File: src/rtl/txq_req_pkg.sv
package txq_req_pkg;

    typedef enum logic [1:0] {
        ST_EMPTY = 2'd0,
        ST_PART  = 2'd1,
        ST_FULL  = 2'd2
    } occ_state_t;

    typedef enum logic {
        REQ_ON_ENTRY = 1'b0,
        REQ_ON_ALL   = 1'b1
    } req_mode_t;

endpackage

File: src/rtl/txq_store.sv
module txq_store #(
    parameter int WIDTH = 8,
    parameter int DEPTH = 4
) (
    input  logic             clk,
    input  logic             rst_n,
    input  logic             push,
    input  logic             pop,
    input  logic [WIDTH-1:0] din,
    output logic [WIDTH-1:0] dout
);
    localparam int PTR_W = (DEPTH > 1) ? $clog2(DEPTH) : 1;
    localparam logic [PTR_W-1:0] LAST = PTR_W'(DEPTH - 1);

    logic [PTR_W-1:0] wr_ptr_q;
    logic [PTR_W-1:0] rd_ptr_q;
    logic [WIDTH-1:0] slot_q [DEPTH];

    function automatic logic [PTR_W-1:0] bump(input logic [PTR_W-1:0] p);
        return (p == LAST) ? '0 : p + PTR_W'(1);
    endfunction

    always_ff @(posedge clk or negedge rst_n) begin
        if (!rst_n) begin
            wr_ptr_q <= '0;
            rd_ptr_q <= '0;
        end else begin
            if (push) wr_ptr_q <= bump(wr_ptr_q);
            if (pop)  rd_ptr_q <= bump(rd_ptr_q);
        end
    end

    for (genvar i = 0; i < DEPTH; i++) begin : g_slot
        always_ff @(posedge clk or negedge rst_n) begin
            if (!rst_n) begin
                slot_q[i] <= '0;
            end else if (push && (wr_ptr_q == PTR_W'(i))) begin
                slot_q[i] <= din;
            end
        end
    end

    assign dout = slot_q[rd_ptr_q];

endmodule

File: src/rtl/txq_occ_fsm.sv
module txq_occ_fsm
    import txq_req_pkg::*;
#(
    parameter int DEPTH = 4
) (
    input  logic       clk,
    input  logic       rst_n,
    input  logic       wr_req,
    input  logic       rd_req,
    input  logic       ovf_clr,
    output logic       push,
    output logic       pop,
    output logic       buf_empty,
    output logic       all_empty,
    output logic       nxt_buf_empty,
    output logic       nxt_all_empty,
    output logic       overflow
);
    localparam int CNT_W = $clog2(DEPTH + 1);
    localparam logic [CNT_W-1:0] FULL_CNT = CNT_W'(DEPTH);
    localparam logic [CNT_W-1:0] ONE_CNT  = CNT_W'(1);

    occ_state_t       state_q, state_d;
    logic [CNT_W-1:0] count_q, count_d;
    logic             ovf_q;
    logic             ovf_hit;

    // state register
    always_ff @(posedge clk or negedge rst_n) begin
        if (!rst_n) begin
            state_q <= ST_EMPTY;
            count_q <= '0;
            ovf_q   <= 1'b0;
        end else begin
            state_q <= state_d;
            count_q <= count_d;
            if (ovf_hit)      ovf_q <= 1'b1;
            else if (ovf_clr) ovf_q <= 1'b0;
        end
    end

    // next state: named transitions
    always_comb begin
        state_d = state_q;
        unique case (state_q)
            ST_EMPTY: begin
                if (push) state_d = ST_PART;                              // FILL_FIRST
            end
            ST_PART: begin
                if (push && !pop && count_q == FULL_CNT - ONE_CNT)
                    state_d = ST_FULL;                                    // TOP_OFF
                else if (pop && !push && count_q == ONE_CNT)
                    state_d = ST_EMPTY;                                   // DRAIN_LAST
            end
            ST_FULL: begin
                if (pop) state_d = ST_PART;                               // UNLOAD
            end
            default: state_d = ST_EMPTY;
        endcase
    end

    // outputs
    always_comb begin
        push          = wr_req && (state_q != ST_FULL);
        pop           = rd_req && (state_q != ST_EMPTY);
        ovf_hit       = wr_req && (state_q == ST_FULL);
        buf_empty     = (state_q != ST_FULL);
        all_empty     = (state_q == ST_EMPTY);
        nxt_buf_empty = (state_d != ST_FULL);
        nxt_all_empty = (state_d == ST_EMPTY);
        overflow      = ovf_q;
        unique case ({push, pop})
            2'b10:   count_d = count_q + ONE_CNT;
            2'b01:   count_d = count_q - ONE_CNT;
            default: count_d = count_q;
        endcase
    end

endmodule

File: src/rtl/txq_req_gen.sv
module txq_req_gen
    import txq_req_pkg::*;
(
    input  logic irq_mode,
    input  logic dma_mode,
    input  logic irq_en,
    input  logic dma_en,
    input  logic buf_empty,
    input  logic all_empty,
    input  logic nxt_buf_empty,
    input  logic nxt_all_empty,
    output logic irq,
    output logic dma_req
);
    req_mode_t irq_sel, dma_sel;
    logic      dma_now, dma_nxt;

    always_comb begin
        irq_sel = req_mode_t'(irq_mode);
        dma_sel = req_mode_t'(dma_mode);
        unique case (irq_sel)
            REQ_ON_ENTRY: irq = irq_en && buf_empty;
            REQ_ON_ALL:   irq = irq_en && all_empty;
            default:      irq = 1'b0;
        endcase
        unique case (dma_sel)
            REQ_ON_ENTRY: begin dma_now = buf_empty; dma_nxt = nxt_buf_empty; end
            REQ_ON_ALL:   begin dma_now = all_empty; dma_nxt = nxt_all_empty; end
            default:      begin dma_now = 1'b0;      dma_nxt = 1'b0;          end
        endcase
        dma_req = dma_en && dma_now && dma_nxt;
    end

endmodule

File: src/rtl/txq_req_top.sv
module txq_req_top
    import txq_req_pkg::*;
#(
    parameter int WIDTH = 8,
    parameter int DEPTH = 4
) (
    input  logic             clk,
    input  logic             rst_n,
    input  logic             wr_en,
    input  logic [WIDTH-1:0] wr_data,
    input  logic             rd_en,
    input  logic             ovf_clr,
    input  logic             irq_mode,
    input  logic             dma_mode,
    input  logic             irq_en,
    input  logic             dma_en,
    output logic [WIDTH-1:0] tx_data,
    output logic             tx_valid,
    output logic             buf_empty,
    output logic             all_empty,
    output logic             irq,
    output logic             dma_req,
    output logic             overflow
);
    logic push, pop, nxt_buf_empty, nxt_all_empty;

    txq_occ_fsm #(.DEPTH(DEPTH)) occ_i (
        .clk           (clk),
        .rst_n         (rst_n),
        .wr_req        (wr_en),
        .rd_req        (rd_en),
        .ovf_clr       (ovf_clr),
        .push          (push),
        .pop           (pop),
        .buf_empty     (buf_empty),
        .all_empty     (all_empty),
        .nxt_buf_empty (nxt_buf_empty),
        .nxt_all_empty (nxt_all_empty),
        .overflow      (overflow)
    );

    txq_store #(.WIDTH(WIDTH), .DEPTH(DEPTH)) store_i (
        .clk   (clk),
        .rst_n (rst_n),
        .push  (push),
        .pop   (pop),
        .din   (wr_data),
        .dout  (tx_data)
    );

    txq_req_gen req_i (
        .irq_mode      (irq_mode),
        .dma_mode      (dma_mode),
        .irq_en        (irq_en),
        .dma_en        (dma_en),
        .buf_empty     (buf_empty),
        .all_empty     (all_empty),
        .nxt_buf_empty (nxt_buf_empty),
        .nxt_all_empty (nxt_all_empty),
        .irq           (irq),
        .dma_req       (dma_req)
    );

    assign tx_valid = !all_empty;

endmodule

File: config.mk
export PLATFORM = sky130hd
export DESIGN_NAME = txq_req_top
export DESIGN_NICKNAME = d
export VERILOG_FILES = /design/src/rtl/txq_req_pkg.sv /design/src/rtl/txq_store.sv /design/src/rtl/txq_occ_fsm.sv /design/src/rtl/txq_req_gen.sv /design/src/rtl/txq_req_top.sv
export SDC_FILE = /design/constraint.sdc
export NUM_CORES = 1
export LEC_CHECK = 0
export BUFFER_PORTS_ARGS = -buffer_cell sky130_fd_sc_hd__buf_4
export CORE_MARGIN = 10
export CORE_UTILIZATION = 54
export DETAILED_ROUTE_END_ITERATION = 10
export GPL_TIMING_DRIVEN = 0
export PLACE_DENSITY = 0.76
export SETUP_SLACK_MARGIN = 0.5
export SLEW_MARGIN = 20
export SYNTH_ARGS = -nofsm -noshare
export SYNTH_HDL_FRONTEND = slang
export SYNTH_SLANG_ARGS = --single-unit
File: constraint.sdc
create_clock -name clk -period 4 [get_ports clk]
set_clock_uncertainty 0.1 [all_clocks]
set_input_delay 0.2 -clock clk [delete_from_list [all_inputs] [get_ports clk]]
set_output_delay 0.2 -clock clk [all_outputs]
set_load 0.02 [all_outputs]
==> impl_metrics.json <==
{
  "status": "finished clean",
  "gp_congestion": 0.726,
  "grt_pass1_wl_um": 7020,
  "final_util_pct": 65.4,
  "nFillCells": 275,
  "fin_crit_sh_pct": 56.7,
  "p_clk_share_pct": 13.1,
  "cts_resized": 0,
  "drv_slew": 0,
  "maxSlewHeadroom_pct": 64.2,
  "start_kind": "flip-flop",
  "dieHeight_um": 83.5,
  "grt_max_degree": 43,
  "cts_setup_buffers": 0,
  "seqPwrFrac_pct": 35.8,
  "p_int_w": 0.00141,
  "min_from": "rd_en",
  "dieWidth_um": 83.5,
  "final_cells": 239,
  "vias_per_cell": 5.44,
  "synth_nets": 177,
  "clk_latency_ps": 290,
  "p_sw_w": 0.000725,
  "drive_above_1_share_pct": 49.7,
  "cts_num_sinks": 42,
  "grt.total_usage_pct": 12.3,
  "io_buffers": 30,
  "r2r_setup_slack_ps": 2170,
  "timing.setup.tns_ps": 0,
  "fin_nets": 216,
  "first_global_vias": 1427,
  "dp_hpwl_um": 2960,
  "regToRegStartpoint": "occ_i.state_q[0]$_DFF_PN0_",
  "period_needed_ps": 2270,
  "synth.distinct_cells": 28,
  "hold_buffers": 2,
  "critPathKind": "flip-flop to primary output",
  "cts_buffers": 5,
  "cp-end-kind": "primary output",
  "finalHoldViolCount": 0,
  "whs_ps": 20.8,
  "reg2reg_to": "occ_i.state_q[0]$_DFF_PN0_",
  "synth_edf_count": 0,
  "dieArea_sq_mm": 0.00698,
  "whs_path_depth": 2,
  "drt_iter0_markers": 106,
  "antenna_found_initial": 0,
  "areaGrowthSynthToFinish_pct": 18.3,
  "tritoncts": "done",
  "comb_power_share_pct": 51.1,
  "maxCapViolations": 0,
  "drc": 0,
  "path_clk_slew_ps": 70,
  "ff2ff_path_depth": 7,
  "drt_pass1_iterations": 4,
  "ir_drop_v": 0.000369,
  "wire_per_inst_um": 17.2,
  "ant_nets": 0,
  "finalSetupViolCount": 0,
  "final_common_cell": "dfrtp_1",
  "switching_share_pct": 33.9,
  "num_rows": 23,
  "p_leak_nw": 1.24,
  "cts_max_level": 2,
  "async_flop_share_pct": 100,
  "ys.flop_type": "dfrtp_1",
  "hp-class": "primary input to flip-flop",
  "synth_seq_cells": 42,
  "clockBufferDepth": 2,
  "dr_total_vias": 1299,
  "yosysWarnings": 0,
  "synth_area_per_cell_sq_um": 14.6,
  "synth-seq-area-share_pct": 48.2,
  "cp.required_ps": 3700,
  "placed_cells": 229,
  "crit_arrival_ps": 1970,
  "timing.fmax_ghz": 0.441,
  "routed_wl_um": 4120,
  "diodes": 0,
  "syn_inst": 149,
  "final_cell_mix": "dfrtp_1 (42), buf_4 (30), mux2_4 (24)",
  "overflow": 0,
  "initial_core_util_pct": 55.3,
  "rsz0062_at_grt": "false",
  "core_area_sq_mm": 0.00394,
  "power_density_mw_per_mm2": 830,
  "synth_area_sq_mm": 0.00218,
  "tightest_slew_ps": 536,
  "cts_root_buffer": "clkbuf_8",
  "worstHoldEndpoint": "occ_i.state_q[1]$_DFF_PN0_",
  "crit_path_max_fanout": 10,
  "io_pins": 31
}
-- power by group through the flow --
stage / combinational, W / clock [W] / sequential [W]
after CTS: 0.00111 / 0.000287 / 0.000765
after floorplan: 0.000824 / 0 / 0.000730
after global routing: 0.00119 / 0.000308 / 0.000794
final: 0.00109 / 0.000281 / 0.000766
after detailed placement: 0.00111 / 0 / 0.000773
after global placement: 0.00107 / 0 / 0.000751
-- synthesized netlist by cell type (2+ instances only) --
library cell   n  share of area [%]
nand2_1        6                1.0
xnor2_1        2               0.80
ha_1          11                6.3
buf_6          3                1.5
nor2_1         3               0.52
mux4_2         8                8.3
inv_1         12                2.1
and3_4         3                1.5
mux2_4        24                 17
o22ai_1        4                1.1
and3_2         2               0.69
buf_2          2               0.46
o21ai_0        2               0.46
dfrtp_1       42                 48
mux2_2        11                5.7
a31oi_1        2               0.57
-- routing by layer --
layer / vias up / share of wire (%) / track usage [%]
li1: 599 / - / -
met3: 2 / 6.2 / 5.08
met2: 41 / 48 / 19.5
met5: - / 0 / 0
met4: 0 / 0.29 / 3.20
met1: 657 / 45 / 15.1
-- cell families after synthesis --
family	share of synthesized area, %
buffers and inverters	4.94
AOI/OAI and AO/OA	2.98
adders and majority gates	6.31
xor gates and xnor gates	0.804
muxes	30.5
and+or+nand+nor	6.26
DFF	48.2
-- metrics by stage --
stage | area (sq um) | worst slack (ps) | total power (W)
finish | 2580 | 1730 | 0.00214
global route | 2580 | 1610 | 0.00229
CTS | 2580 | 1740 | 0.00217
detailed placement | 2470 | 2080 | 0.00188
global placement | 2470 | 2170 | 0.00182
floorplan | 2180 | 2210 | 0.00155
-- worst max path at each step --
stage,from,to,slack (ps),cells after the start
after floorplan,occ_i.state_q[0]$_DFF_PN0_,dma_req,2210,8
after global placement,occ_i.state_q[0]$_DFF_PN0_,dma_req,2170,9
after detailed placement,occ_i.state_q[0]$_DFF_PN0_,dma_req,2080,9
after CTS,occ_i.state_q[0]$_DFF_PN0_,dma_req,1740,9
after global routing,occ_i.state_q[0]$_DFF_PN0_,dma_req,1610,9
final,occ_i.state_q[0]$_DFF_PN0_,dma_req,1730,9
-- critical path, stage by stage, from the launching register on --
cell and delay, ps:
dfrtp_1 480, nand2b_4 190, buf_6 130, nand2_1 140
inv_1 90, ha_1 130, nand2_1 90, o21ai_0 210
nor2_1 70, buf_4 160
-- sequential cells by signal, indices dropped and copies added (netlist names) --
| register | count |
|---|---|
| occ_i.count_q | 3 |
| occ_i.state_q | 2 |
| occ_i.overflow | 1 |
| store_i.slot_q | 32 |
| store_i.wr_ptr_q | 2 |
| store_i.rd_ptr_q | 2 |
-- cell type report --
type                            instances  area [sq um]  share of cell area (%)
Clock buffer                            7          86.3                    3.35
Sequential cell                        42          1050                    40.8
Multi-Input combinational cell         88          1020                    39.6
Buffer                                  7          62.6                    2.43
Timing Repair Buffer                   32           245                    9.51
Tap cell                               50          62.6                    2.43
Clock inverter                          1          5.00                   0.194
Inverter                               12          45.0                    1.75
Power figures use the tool's default switching activity.
